## src/rtl/pmem_guard_pkg.sv

```systemverilog
`timescale 1ns/1ps
package pmem_guard_pkg;

  // field order inside the protection word
  typedef enum logic [1:0] {
    FLD_WR = 2'd0,
    FLD_RD = 2'd1,
    FLD_CP = 2'd2
  } prot_fld_e;

  function automatic int fld_base(prot_fld_e f, int nblk);
    return int'(f) * nblk;
  endfunction

  // lower bound of block b (block 0 is the boot block)
  function automatic longint blk_lo(int b, int boot_log2, int user_log2);
    if (b == 0) return 64'd0;
    if (b == 1) return 64'd1 << boot_log2;
    return longint'(b - 1) << user_log2;
  endfunction

  // exclusive upper bound of block b
  function automatic longint blk_hi(int b, int boot_log2, int user_log2);
    if (b == 0) return 64'd1 << boot_log2;
    return longint'(b) << user_log2;
  endfunction

endpackage

```

## src/rtl/pmem_blk_decode.sv

```systemverilog
`timescale 1ns/1ps
module pmem_blk_decode
  import pmem_guard_pkg::*;
#(
  parameter int ADDR_W    = 24,
  parameter int BOOT_LOG2 = 11,
  parameter int USER_LOG2 = 14,
  parameter int NUM_BLK   = 5
) (
  input  logic [ADDR_W-1:0]  addr_i,
  output logic [NUM_BLK-1:0] hit_o
);

  logic [ADDR_W:0] addr_ext;
  assign addr_ext = {1'b0, addr_i};

  for (genvar b = 0; b < NUM_BLK; b++) begin : g_blk
    localparam logic [ADDR_W:0] HI = (ADDR_W+1)'(blk_hi(b, BOOT_LOG2, USER_LOG2));
    if (b == 0) begin : g_boot
      assign hit_o[b] = addr_ext < HI;
    end else begin : g_user
      localparam logic [ADDR_W:0] LO = (ADDR_W+1)'(blk_lo(b, BOOT_LOG2, USER_LOG2));
      assign hit_o[b] = (addr_ext >= LO) && (addr_ext < HI);
    end
  end

endmodule

```

## src/rtl/pmem_prot_reg.sv

```systemverilog
`timescale 1ns/1ps
module pmem_prot_reg #(
  parameter int NUM_BLK = 5,
  parameter int CFG_W   = 3 * NUM_BLK
) (
  input  logic               clk_i,
  input  logic               cfg_wr_i,
  input  logic [CFG_W-1:0]   cfg_wdata_i,
  input  logic               erase_all_i,
  input  logic [NUM_BLK-1:0] erase_blk_i,
  output logic [CFG_W-1:0]   prot_o
);

  logic [CFG_W-1:0] set_mask;
  logic [CFG_W-1:0] prot_q;
  logic             erase_any;

  for (genvar f = 0; f < 3; f++) begin : g_fld
    assign set_mask[f*NUM_BLK +: NUM_BLK] = erase_blk_i | {NUM_BLK{erase_all_i}};
  end

  assign erase_any = erase_all_i | (|erase_blk_i);

  // deliberately outside the reset domain: survives ordinary resets
  always_ff @(posedge clk_i) begin
    if (erase_any)     prot_q <= prot_q | set_mask;
    else if (cfg_wr_i) prot_q <= prot_q & cfg_wdata_i;
  end

  assign prot_o = prot_q;

endmodule

```

## src/rtl/pmem_access_check.sv

```systemverilog
`timescale 1ns/1ps
module pmem_access_check
  import pmem_guard_pkg::*;
#(
  parameter int NUM_BLK = 5,
  parameter int CFG_W   = 3 * NUM_BLK
) (
  input  logic [NUM_BLK-1:0] tgt_hit_i,
  input  logic [NUM_BLK-1:0] pc_hit_i,
  input  logic [NUM_BLK-1:0] ext_hit_i,
  input  logic [CFG_W-1:0]   prot_i,
  output logic               wr_ok_o,
  output logic               rd_ok_o,
  output logic               ext_ok_o
);

  localparam int WR_B = fld_base(FLD_WR, NUM_BLK);
  localparam int RD_B = fld_base(FLD_RD, NUM_BLK);
  localparam int CP_B = fld_base(FLD_CP, NUM_BLK);

  logic [NUM_BLK-1:0] wr_en, rd_open, cp_open;

  assign wr_en   = prot_i[WR_B +: NUM_BLK];
  assign rd_open = prot_i[RD_B +: NUM_BLK];
  assign cp_open = prot_i[CP_B +: NUM_BLK];

  // no hit means outside every block: allowed
  assign wr_ok_o  = ~|(tgt_hit_i & ~wr_en);
  assign rd_ok_o  = ~|(tgt_hit_i & ~rd_open & ~pc_hit_i);
  assign ext_ok_o = ~|(ext_hit_i & ~cp_open);

endmodule

```

## src/rtl/pmem_guard.sv

```systemverilog
`timescale 1ns/1ps
module pmem_guard #(
  parameter int ADDR_W       = 24,
  parameter int DATA_W       = 8,
  parameter int BOOT_LOG2    = 11,
  parameter int USER_LOG2    = 14,
  parameter int NUM_USER_BLK = 4,
  localparam int NUM_BLK     = NUM_USER_BLK + 1,
  localparam int CFG_W       = 3 * NUM_BLK
) (
  input  logic               clk_i,
  input  logic               rst_ni,
  input  logic [ADDR_W-1:0]  pc_i,
  input  logic               req_valid_i,
  input  logic               req_write_i,
  input  logic [ADDR_W-1:0]  tbl_addr_i,
  input  logic [DATA_W-1:0]  wdata_i,
  input  logic [DATA_W-1:0]  mem_rdata_i,
  output logic [ADDR_W-1:0]  mem_addr_o,
  output logic [DATA_W-1:0]  mem_wdata_o,
  output logic               mem_we_o,
  output logic               mem_re_o,
  output logic [DATA_W-1:0]  rdata_o,
  output logic               violation_o,
  input  logic [ADDR_W-1:0]  ext_addr_i,
  output logic               ext_grant_o,
  input  logic               cfg_wr_i,
  input  logic [CFG_W-1:0]   cfg_wdata_i,
  input  logic               erase_all_i,
  input  logic [NUM_BLK-1:0] erase_blk_i,
  output logic [CFG_W-1:0]   prot_o
);

  logic [NUM_BLK-1:0] tgt_hit, pc_hit, ext_hit;
  logic [CFG_W-1:0]   prot;
  logic               wr_ok, rd_ok, ext_ok;
  logic               deny;
  logic               viol_q;

  pmem_blk_decode #(
    .ADDR_W(ADDR_W), .BOOT_LOG2(BOOT_LOG2), .USER_LOG2(USER_LOG2), .NUM_BLK(NUM_BLK)
  ) i_dec_tgt (.addr_i(tbl_addr_i), .hit_o(tgt_hit));

  pmem_blk_decode #(
    .ADDR_W(ADDR_W), .BOOT_LOG2(BOOT_LOG2), .USER_LOG2(USER_LOG2), .NUM_BLK(NUM_BLK)
  ) i_dec_pc (.addr_i(pc_i), .hit_o(pc_hit));

  pmem_blk_decode #(
    .ADDR_W(ADDR_W), .BOOT_LOG2(BOOT_LOG2), .USER_LOG2(USER_LOG2), .NUM_BLK(NUM_BLK)
  ) i_dec_ext (.addr_i(ext_addr_i), .hit_o(ext_hit));

  pmem_prot_reg #(.NUM_BLK(NUM_BLK), .CFG_W(CFG_W)) i_prot (
    .clk_i       (clk_i),
    .cfg_wr_i    (cfg_wr_i),
    .cfg_wdata_i (cfg_wdata_i),
    .erase_all_i (erase_all_i),
    .erase_blk_i (erase_blk_i),
    .prot_o      (prot)
  );

  pmem_access_check #(.NUM_BLK(NUM_BLK), .CFG_W(CFG_W)) i_chk_acc (
    .tgt_hit_i (tgt_hit),
    .pc_hit_i  (pc_hit),
    .ext_hit_i (ext_hit),
    .prot_i    (prot),
    .wr_ok_o   (wr_ok),
    .rd_ok_o   (rd_ok),
    .ext_ok_o  (ext_ok)
  );

  assign mem_addr_o  = tbl_addr_i;
  assign mem_wdata_o = wdata_i;
  assign mem_we_o    = req_valid_i & req_write_i & wr_ok;
  assign mem_re_o    = req_valid_i & ~req_write_i;
  assign rdata_o     = rd_ok ? mem_rdata_i : '0;
  assign ext_grant_o = ext_ok;
  assign prot_o      = prot;

  assign deny = req_valid_i & (req_write_i ? ~wr_ok : ~rd_ok);

  always_ff @(posedge clk_i or negedge rst_ni) begin
    if (!rst_ni) viol_q <= 1'b0;
    else         viol_q <= deny;
  end

  assign violation_o = viol_q;

endmodule

```

## config.mk

```make
export PLATFORM = sky130hd
export DESIGN_NAME = pmem_guard
export DESIGN_NICKNAME = d
export VERILOG_FILES = /design/src/rtl/pmem_guard_pkg.sv /design/src/rtl/pmem_blk_decode.sv /design/src/rtl/pmem_prot_reg.sv /design/src/rtl/pmem_access_check.sv /design/src/rtl/pmem_guard.sv
export SDC_FILE = /design/constraint.sdc
export NUM_CORES = 1
export LEC_CHECK = 0
export BUFFER_PORTS_ARGS = -buffer_cell sky130_fd_sc_hd__buf_4
export CAP_MARGIN = 20
export CORE_MARGIN = 5
export CORE_UTILIZATION = 33
export CTS_CLUSTER_SIZE = 10
export DETAILED_ROUTE_END_ITERATION = 6
export GPL_ROUTABILITY_DRIVEN = 0
export HOLD_SLACK_MARGIN = 0.12
export PLACE_DENSITY = 0.86
export SLEW_MARGIN = 5
export SYNTH_ARGS = -nofsm -noshare
export SYNTH_HDL_FRONTEND = slang
export SYNTH_SLANG_ARGS = --single-unit
export TNS_END_PERCENT = 1
```

## constraint.sdc

```tcl
create_clock -name clk_i -period 4.15 [get_ports clk_i]
set_input_delay 0.2075 -clock clk_i [delete_from_list [all_inputs] [get_ports clk_i]]
set_output_delay 0.2075 -clock clk_i [all_outputs]
set_load 0.05 [all_outputs]
```

# --- Word-level counts from Yosys, hierarchy flattened ---
# Index checks and enable logic that the tools add are counted.
# Widths: inputs -> output; s select.
totals:
  register_bits: 16
  wordCells: 69
classes:
  order_cmp: 27
  mux: 4
  bitwise: 17
  reduce_logical: 19
ops:
  columns: ["op", "n"]
  rows:
  - ["$ge 24x16->1 const B", 6]
  - ["$lt 24x16->1 const B", 6]
  - ["$ge 24x12->1 const B", 3]
  - ["$ge 24x15->1 const B", 3]
  - ["$lt 24x12->1 const B", 3]
  - ["$lt 24x15->1 const B", 3]
  - ["$lt 24x17->1 const B", 3]
  - ["$mux 15", 2]
  - ["$and 5x5->5", 4]
  - ["$not 5->5", 4]
  - ["$reduce_or 5->1", 4]
  - ["$and 15x15->15", 1]
  - ["$or 15x15->15", 1]
  - ["$logic_and 1x1->1", 12]
  - ["$mux 8", 1]
  - ["$or 5x5->5", 1]
  - ["$and 1x1->1", 4]
  - ["$logic_not 1->1", 2]
  - ["$reduce_bool 2->1", 1]
  - ["$mux 1", 1]
  - ["$not 1->1", 1]
  - ["$or 1x1->1", 1]

# --- Longest topological paths before layout ---
# Gate-level depths: netlist (run 1).
depth:
  word_depth: 7
  depth_mapped: 7
  ltp_nobuf: 6

# --- Hierarchy ---
# From an unflattened synthesis (run 1), not the netlist that was laid out.
unflattened:
  cells_unflattened: 145
  hier_area_um2: 1435.1
modules_own_cells:
  columns: ["mod", "instances", "cells_per_inst", "area_each_um2"]
  rows:
  - ["pmem_prot_reg", 1, 44, 704.4]
  - ["pmem_guard", 1, 45, 355.3]
  - ["pmem_blk_decode", 3, 11, 82.6]
  - ["pmem_access_check", 1, 23, 127.6]

# --- Least setup slack after synthesis (run 1) ---
# OpenSTA, ideal clock, no wires.
synth_path:
  path_kind: "input to output"
  start: "input port pc_i[19]"
  end: "output port rdata_o[0]"
  arrival_time_ns: 1.926
  required_time_ns: 3.943
  path_slack_ns: 2.016
  path_stages: 6
  path_buffers: 0
  cell_sequence: "or4_1 nor2_1 nand3_1 o32a_2 nor2_2 and2_1"
synth_via:
  elab_chain_len: 6
  word_cells_on_any_way: 17
  cone_classes: "order compare: 9; mux: 1; bitwise: 2; reduce/logical: 5"
synth_lines:
  columns: ["item", "line_no", "text"]
  rows:
  - ["start: declaration", "pmem_guard.sv:13", "input logic [ADDR_W-1:0] pc_i,"]
  - ["$ge 24x12->1 (tied with other cells)", "pmem_blk_decode.sv:23", "assign hit_o[b] = (addr_ext >= LO) && (addr_ext < HI);"]
  - ["$logic_and 1x1->1", "pmem_blk_decode.sv:23", null]
  - ["$not 5->5 *", "pmem_access_check.sv:29", "assign rd_ok_o = ~|(tgt_hit_i & ~rd_open & ~pc_hit_i);"]
  - ["$and 5x5->5 *", "pmem_access_check.sv:29", null]
  - ["$reduce_or 5->1 *", "pmem_access_check.sv:29", null]
  - ["$mux 8 *", "pmem_guard.sv:75", "assign rdata_o = rd_ok ? mem_rdata_i : '0;"]
  - ["end: declaration", "pmem_guard.sv:23", "output logic [DATA_W-1:0] rdata_o,"]
# Mark *: on every way between the ends. The rest lies on a longest branch, timed or not.

# --- Worst setup path after layout (run 1) ---
layout_path:
  start: "input port tbl_addr_i[18]"
  end: "output port rdata_o[2]"
layout_via:
  elab_chain_len: 6
  word_cells_on_any_way: 17
  cone_classes: "order compare: 9; mux: 1; bitwise: 2; reduce/logical: 5"
layout_lines:
  columns: ["item", "line_no", "text"]
  rows:
  - ["start: declaration", "pmem_guard.sv:16", "input logic [ADDR_W-1:0] tbl_addr_i,"]
  - ["$ge 24x12->1 (tied with other cells)", "pmem_blk_decode.sv:23", null]
  - ["$logic_and 1x1->1", "pmem_blk_decode.sv:23", null]
  - ["$and 5x5->5 * (2 in series)", "pmem_access_check.sv:29", null]
  - ["$reduce_or 5->1 *", "pmem_access_check.sv:29", null]
  - ["$mux 8 *", "pmem_guard.sv:75", null]
# Marked as above.

==> results of run 1 <==
power by group through the flow:
stage	clock, mW	combinational, mW	sequential [mW]
floorplan	0	0.116	0.183
CTS	0.121	0.143	0.176
detailed placement	0	0.142	0.180
global route	0.129	0.149	0.177
global placement	0	0.140	0.180
finish	0.119	0.142	0.177
Yosys cell counts:
library cell and number:
a21oi_1 1, o21ai_0 5, o32a_1 12, mux2i_1 2, nand3_1 2, nor3_1 2
mux4_2 1, o211ai_1 3, edfxtp_1 15, a21boi_1 1, or4_1 3, mux2_2 1
nand2_1 4, nand3b_1 1, nor2b_1 2, or3_1 1, or2_2 1, inv_1 1
or4_4 2, clkbuf_1 3, o21bai_1 1, buf_4 32, and3_1 2, nor4_1 3
o41ai_1 1, nor2_1 7, a31oi_1 2, nor2_2 1, o32a_2 1, nand2b_1 2
and2_1 8, o2111ai_1 1, dfrtp_1 1
worst max path at each step:
| stage | from | endpoint | slack [ns] | depth (start not counted) |
|---|---|---|---|---|
| floorplan | pc_i[19] | rdata_o[0] | 2.02 | 6 |
| global placement | tbl_addr_i[18] | rdata_o[2] | 1.82 | 8 |
| detailed placement | tbl_addr_i[18] | rdata_o[0] | 1.83 | 8 |
| CTS | tbl_addr_i[18] | rdata_o[2] | 1.82 | 8 |
| global route | pc_i[19] | rdata_o[0] | 1.72 | 8 |
| finish | tbl_addr_i[18] | rdata_o[2] | 1.82 | 8 |
sequential cells by signal, summed over array words and instances (netlist names):
name           count
violation_o        1
i_prot.prot_o     15
logic make-up (layout without fill, tap and decap cells):
kind of cell | count (synthesis) | after routing
simple gates | 41 | 41
mux | 4 | 4
flops | 16 | 16
buf+inv | 36 | 118
compound gates | 28 | 28
cell type report:
cell class	instances	area [µm²]	share of cell area, %
Multi-Input combinational cell	73	522	26.7
Sequential cell	16	475	24.3
Clock inverter	1	3.75	0.192
Tap cell	48	60.1	3.07
Clock buffer	3	41.3	2.11
Timing Repair Buffer	113	851	43.5
Inverter	1	3.75	0.192
metrics by stage:
step	hold slack (ns)	setup WS (ns)	area [µm²]	cells
2_1_floorplan	-0.0881	2.02	1250	125
3_3_place_gp	-0.0131	1.82	1900	250
3_5_place_dp	-0.0146	1.83	1900	250
4_1_cts	0.228	1.82	1960	255
5_1_grt	0.223	1.72	1960	255
6_report	0.228	1.82	1960	255
what timing repair did:
item,CTS,global route
hold buffers,1,0
endpoints found under the hold margin,1,0
setup endpoints to repair,0,0
layer usage:
layer | wire length, µm | share of wire (%) | up-vias
li1 | - | - | 613
met1 | 1440 | 35 | 605
met2 | 2320 | 57 | 48
met3 | 281 | 6.9 | 10
met4 | 35 | 0.86 | 0
met5 | 0 | 0 | -
==> results.sh, run 1 <==
export IMPL_cts_repair_resized=0
export IMPL_reg2reg_depth=6
export IMPL_power_leakage_nw=0.815
export IMPL_tightest_slew_ns=0.546
export IMPL_die_w_um=71.6
export IMPL_final_common_cell="buf_4"
export IMPL_finalSetupViolCount=0
export IMPL_nets=322
export IMPL_top_usage_layer="met2"
export IMPL_clock_path_buffers=2
export IMPL_grt_usage_pct=14.8
export IMPL_cap_violations=0
export IMPL_n_antenna_cell=0
export IMPL_grt_pass1_wl_um=6200
export IMPL_hold_violations=0
export IMPL_firstDrtPassIters=4
export IMPL_min_period_ns=2.33
export IMPL_crit_fanout=8
export IMPL_reg2reg_to="violation_o"
export IMPL_required_ns=3.94
export IMPL_synth_area_per_cell_um2=10.0
export IMPL_r2r_start="i_prot.prot_o[8]"
export IMPL_slew_violations=0
export IMPL_seqPwrFrac_pct=40.4
export IMPL_start_util_pct=34.2
export IMPL_drc=0
export IMPL_clock_skew_ns=0.000428
export IMPL_p_int_mw=0.308
export IMPL_synthCells=125
export IMPL_utilization_pct=53.5
export IMPL_synth_top_area_share_pct=36.0
export IMPL_crit_chain="buf_4 > or4_4 > or4_4 > a31oi_1 > o32a_2 > nor2_2 > and2_1 > buf_4"
export IMPL_power_frac_comb_pct=32.4
export IMPL_pwr_share_clk_pct=27.2
export IMPL_yosys_warnings=0
export IMPL_min_to="violation_o"
export IMPL_die_area_um2=5130
export IMPL_cts_root_buffer="clkbuf_8"
export IMPL_die_h_um=71.6
export IMPL_synth_compound_area_share_pct=18.3
export IMPL_grt_pass1_vias=1335
export IMPL_synth_area_top_cells="edfxtp_1 (36%), buf_4 (19%), o32a_1 (9.6%), and2_1 (4.0%), nor2_1 (2.1%)"
export IMPL_grt_max_degree=17
export IMPL_irDropWorstVdd_mv=0.199
export IMPL_setup_tns_ns=0
export IMPL_critPathKind="in2out"
export IMPL_p_sw_mw=0.129
export IMPL_cts_num_sinks=16
export IMPL_grt_use_met3_pct=3.79
export IMPL_grt_use_met1_pct=16.5
export IMPL_critPathTopFamily="simple AND/OR/NAND/NOR gates"
export IMPL_max_freq_mhz=430
export IMPL_synth_top_family_by_area="buffers and inverters"
export IMPL_synth_seq_cells=16
export IMPL_yosys_area_share_simple_pct=19.1
export IMPL_min_path_type="in2reg"
export IMPL_yosysSeqAreaShare_pct=38.0
export IMPL_numCtsBuffers=3
export IMPL_dp_hpwl_um=3500
export IMPL_cts_clk_slew_worst_paths_ns=0.06
export IMPL_status="finished, final reports clean"
export IMPL_filler_cell_count=351
export IMPL_overflow=0
export IMPL_cts_setup_buffers=0
export IMPL_grtUsageMet2_pct=28.4
export IMPL_synth_area_mux_share_pct=4.30
export IMPL_crit_path_start_kind="input port"
export IMPL_syn_num_nets=239
export IMPL_rsz0062_at_grt="no"
export IMPL_power_per_cell_area_nw_per_um2=223
export IMPL_holdPathStages=2
export IMPL_layout_common_cells="buf_4 (112), edfxtp_1 (15), o32a_1 (12), and2_1 (8), nor2_1 (7)"
export IMPL_synth_largest_area_cell="edfxtp_1"
export IMPL_row_count=22
export IMPL_ant_nets=0
export IMPL_crit_buf_inv=2
export IMPL_synth_distinct_cells=33
export IMPL_netSwitchingFraction_pct=29.5
export IMPL_port_buffers=112
export IMPL_antenna_found_initial=0
export IMPL_worst_path_max_delay_cell="or4_4"
export IMPL_insertion_delay_ns=0.25
export IMPL_synth_xor_area_share_pct=0
export IMPL_critPathMaxStageDelay_ns=0.53
export IMPL_viasPerCell=5.00
export IMPL_vias=1276
export IMPL_drt_total_wl_um=4070
export IMPL_crit_arrival_ns=2.12
export IMPL_rrSetupSlack_ns=2.55
export IMPL_min_from="req_valid_i"
export IMPL_htree_levels=1
export IMPL_wl_per_cell_um=16.0
export IMPL_num_io_pins=173
export IMPL_fin_crit_sh_pct=56.0
export IMPL_drive_gt1_share_pct=58.9
export IMPL_synth_adder_area_share_pct=0
export IMPL_relSlewSlack_pct=63.3
export IMPL_p_total_mw=0.437
export IMPL_synth_area_um2=1250
export IMPL_fp_coreArea_um2=3660
export IMPL_tritoncts="done"
export IMPL_area_growth_pct=56.2
export IMPL_first_iter_violations=29
export IMPL_end_kind="output pin"
Power figures use the tool's default switching activity.
==> inputs of run 2 (changes only) <==
- CORE_UTILIZATION: 33 -> 28
- PLACE_DENSITY: 0.86 -> 0.78
- clock period: 4.15 -> 1.9 ns (I/O delays scaled with it)
==> results.sh, run 2 (synthesis results as in run 1) <==
export IMPL_tightest_slew_ns=0.381
export IMPL_htree_levels=1
export IMPL_grt_pass1_vias=1337
export IMPL_crit_path_start_kind="input port"
export IMPL_drive_gt1_share_pct=64.2
export IMPL_cap_violations=0
export IMPL_setup_ws_ns=-0.171
export IMPL_die_area_um2=5910
export IMPL_post_place_ws_ns=-0.219
export IMPL_power_per_cell_area_nw_per_um2=467
export IMPL_n_antenna_cell=0
export IMPL_drc=0
export IMPL_layout_common_cells="buf_4 (110), edfxtp_1 (15), o32a_1 (12), buf_6 (9), and2_4 (8)"
export IMPL_setup_tns_ns=-1.25
export IMPL_grt_pass1_wl_um=6540
export IMPL_rsz0062_at_grt="yes"
export IMPL_start_util_pct=28.8
export IMPL_crit_start="tbl_addr_i[18]"
export IMPL_crit_path_end="rdata_o[4]"
export IMPL_insertion_delay_ns=0.25
export IMPL_wl_per_cell_um=15.7
export IMPL_crit_arrival_ns=1.98
export IMPL_largest_reg_flops=15
export IMPL_drt_total_wl_um=4210
export IMPL_max_freq_mhz=483
export IMPL_rrSetupSlack_ns=0.22
export IMPL_min_period_ns=2.07
export IMPL_status="complete, but fails checks"
export IMPL_viasPerCell=4.81
export IMPL_cts_num_sinks=16
export IMPL_nets=330
export IMPL_vias=1285
export IMPL_overflow=0
export IMPL_crit_fanout=8
export IMPL_row_count=24
export IMPL_filler_cell_count=416
export IMPL_reg2reg_depth=7
export IMPL_cts_root_buffer="clkbuf_8"
export IMPL_first_iter_violations=37
export IMPL_reg2reg_to="violation_o"
export IMPL_firstDrtPassIters=4
export IMPL_fin_crit_sh_pct=109
export IMPL_ant_nets=0
export IMPL_relSlewSlack_pct=74.2
export IMPL_area_growth_pct=66.9
export IMPL_power_leakage_nw=0.894
export IMPL_cts_clk_slew_worst_paths_ns=0.06
export IMPL_antenna_found_initial=0
export IMPL_clock_path_buffers=2
export IMPL_irDropWorstVdd_mv=0.384
export IMPL_critPathKind="in2out"
export IMPL_final_common_cell="buf_4"
export IMPL_die_w_um=76.9
export IMPL_min_path_type="in2reg"
export IMPL_p_total_mw=0.977
export IMPL_end_kind="output pin"
export IMPL_grt_usage_pct=13.3
export IMPL_grt_max_degree=16
export IMPL_slew_violations=0
export IMPL_port_buffers=112
export IMPL_die_h_um=76.9
export IMPL_numCtsBuffers=3
export IMPL_required_ns=1.80
export IMPL_finalSetupViolCount=8
export IMPL_clock_skew_ns=0.00367
export IMPL_num_io_pins=173
export IMPL_violations="setup timing"
export IMPL_fp_coreArea_um2=4350
export IMPL_dp_hpwl_um=3570
export IMPL_tritoncts="done"
export IMPL_hold_violations=0
export IMPL_r2r_start="i_prot.prot_o[8]"
==> run 2: power by group <==
part	switching, mW	internal (mW)
clock network	0.120	0.143
registers	0.00224	0.383
logic	0.165	0.164
total	0.287	0.690
==> run 2: repair_timing <==
action                                  4_1_cts  5_1_grt
hold buffers                                  2        0
hold endpoints to repair                      2        0
endpoints found under the setup margin        8        9
setup buffers                                 1        0
pin swaps                                     1        8
resized for setup                             9        3
==> run 2: per-stage QoR <==
stage                     instance area (µm²)  util, %  cells  hold WS, ns
after floorplan                          1270        -    125       -0.201
after global placement                   1970     45.3    260       -0.126
after detailed placement                 1970     45.3    260       -0.129
after CTS                                2080     47.7    267        0.129
after global routing                     2090     48.0    267        0.128
final                                    2090     48.0    267        0.137
==> run 2: worst min-delay path by stage <==
| stage | startpoint | to | cells after the start |
|---|---|---|---|
| 4_1_cts | cfg_wdata_i[7] | i_prot.prot_o[7] | 2 |
| 6_report | cfg_wdata_i[9] | i_prot.prot_o[9] | 2 |
| 5_1_grt | cfg_wdata_i[9] | i_prot.prot_o[9] | 2 |
| 3_3_place_gp | rst_ni | violation_o | 1 |
| 2_1_floorplan | rst_ni | violation_o | 0 |
| 3_5_place_dp | rst_ni | violation_o | 1 |
==> run 2: area by class of cell <==
cell class                      instances  area, µm²  share of cell area [%]
Clock buffer                            3       41.3                    1.97
Tap cell                               52       65.1                    3.11
Sequential cell                        16        475                    22.7
Timing Repair Buffer                  121        947                    45.3
Inverter                                1       3.75                   0.180
Multi-Input combinational cell         73        554                    26.5
Clock inverter                          1       3.75                   0.180
==> run 2: worst max-delay path: stages <==
cell and delay [ns]:
buf_4 0.11, or4_4 0.53, or4_4 0.53, a31oi_1 0.15, o32a_2 0.19, nor2_4 0.06
and2_4 0.17, buf_6 0.14
==> run 2: routing by layer <==
layer	global-route usage (%)	share of wire, %
met2	22.1	52
met5	0	0
met3	4.57	8.0
met1	16.1	37
met4	4.02	3.0
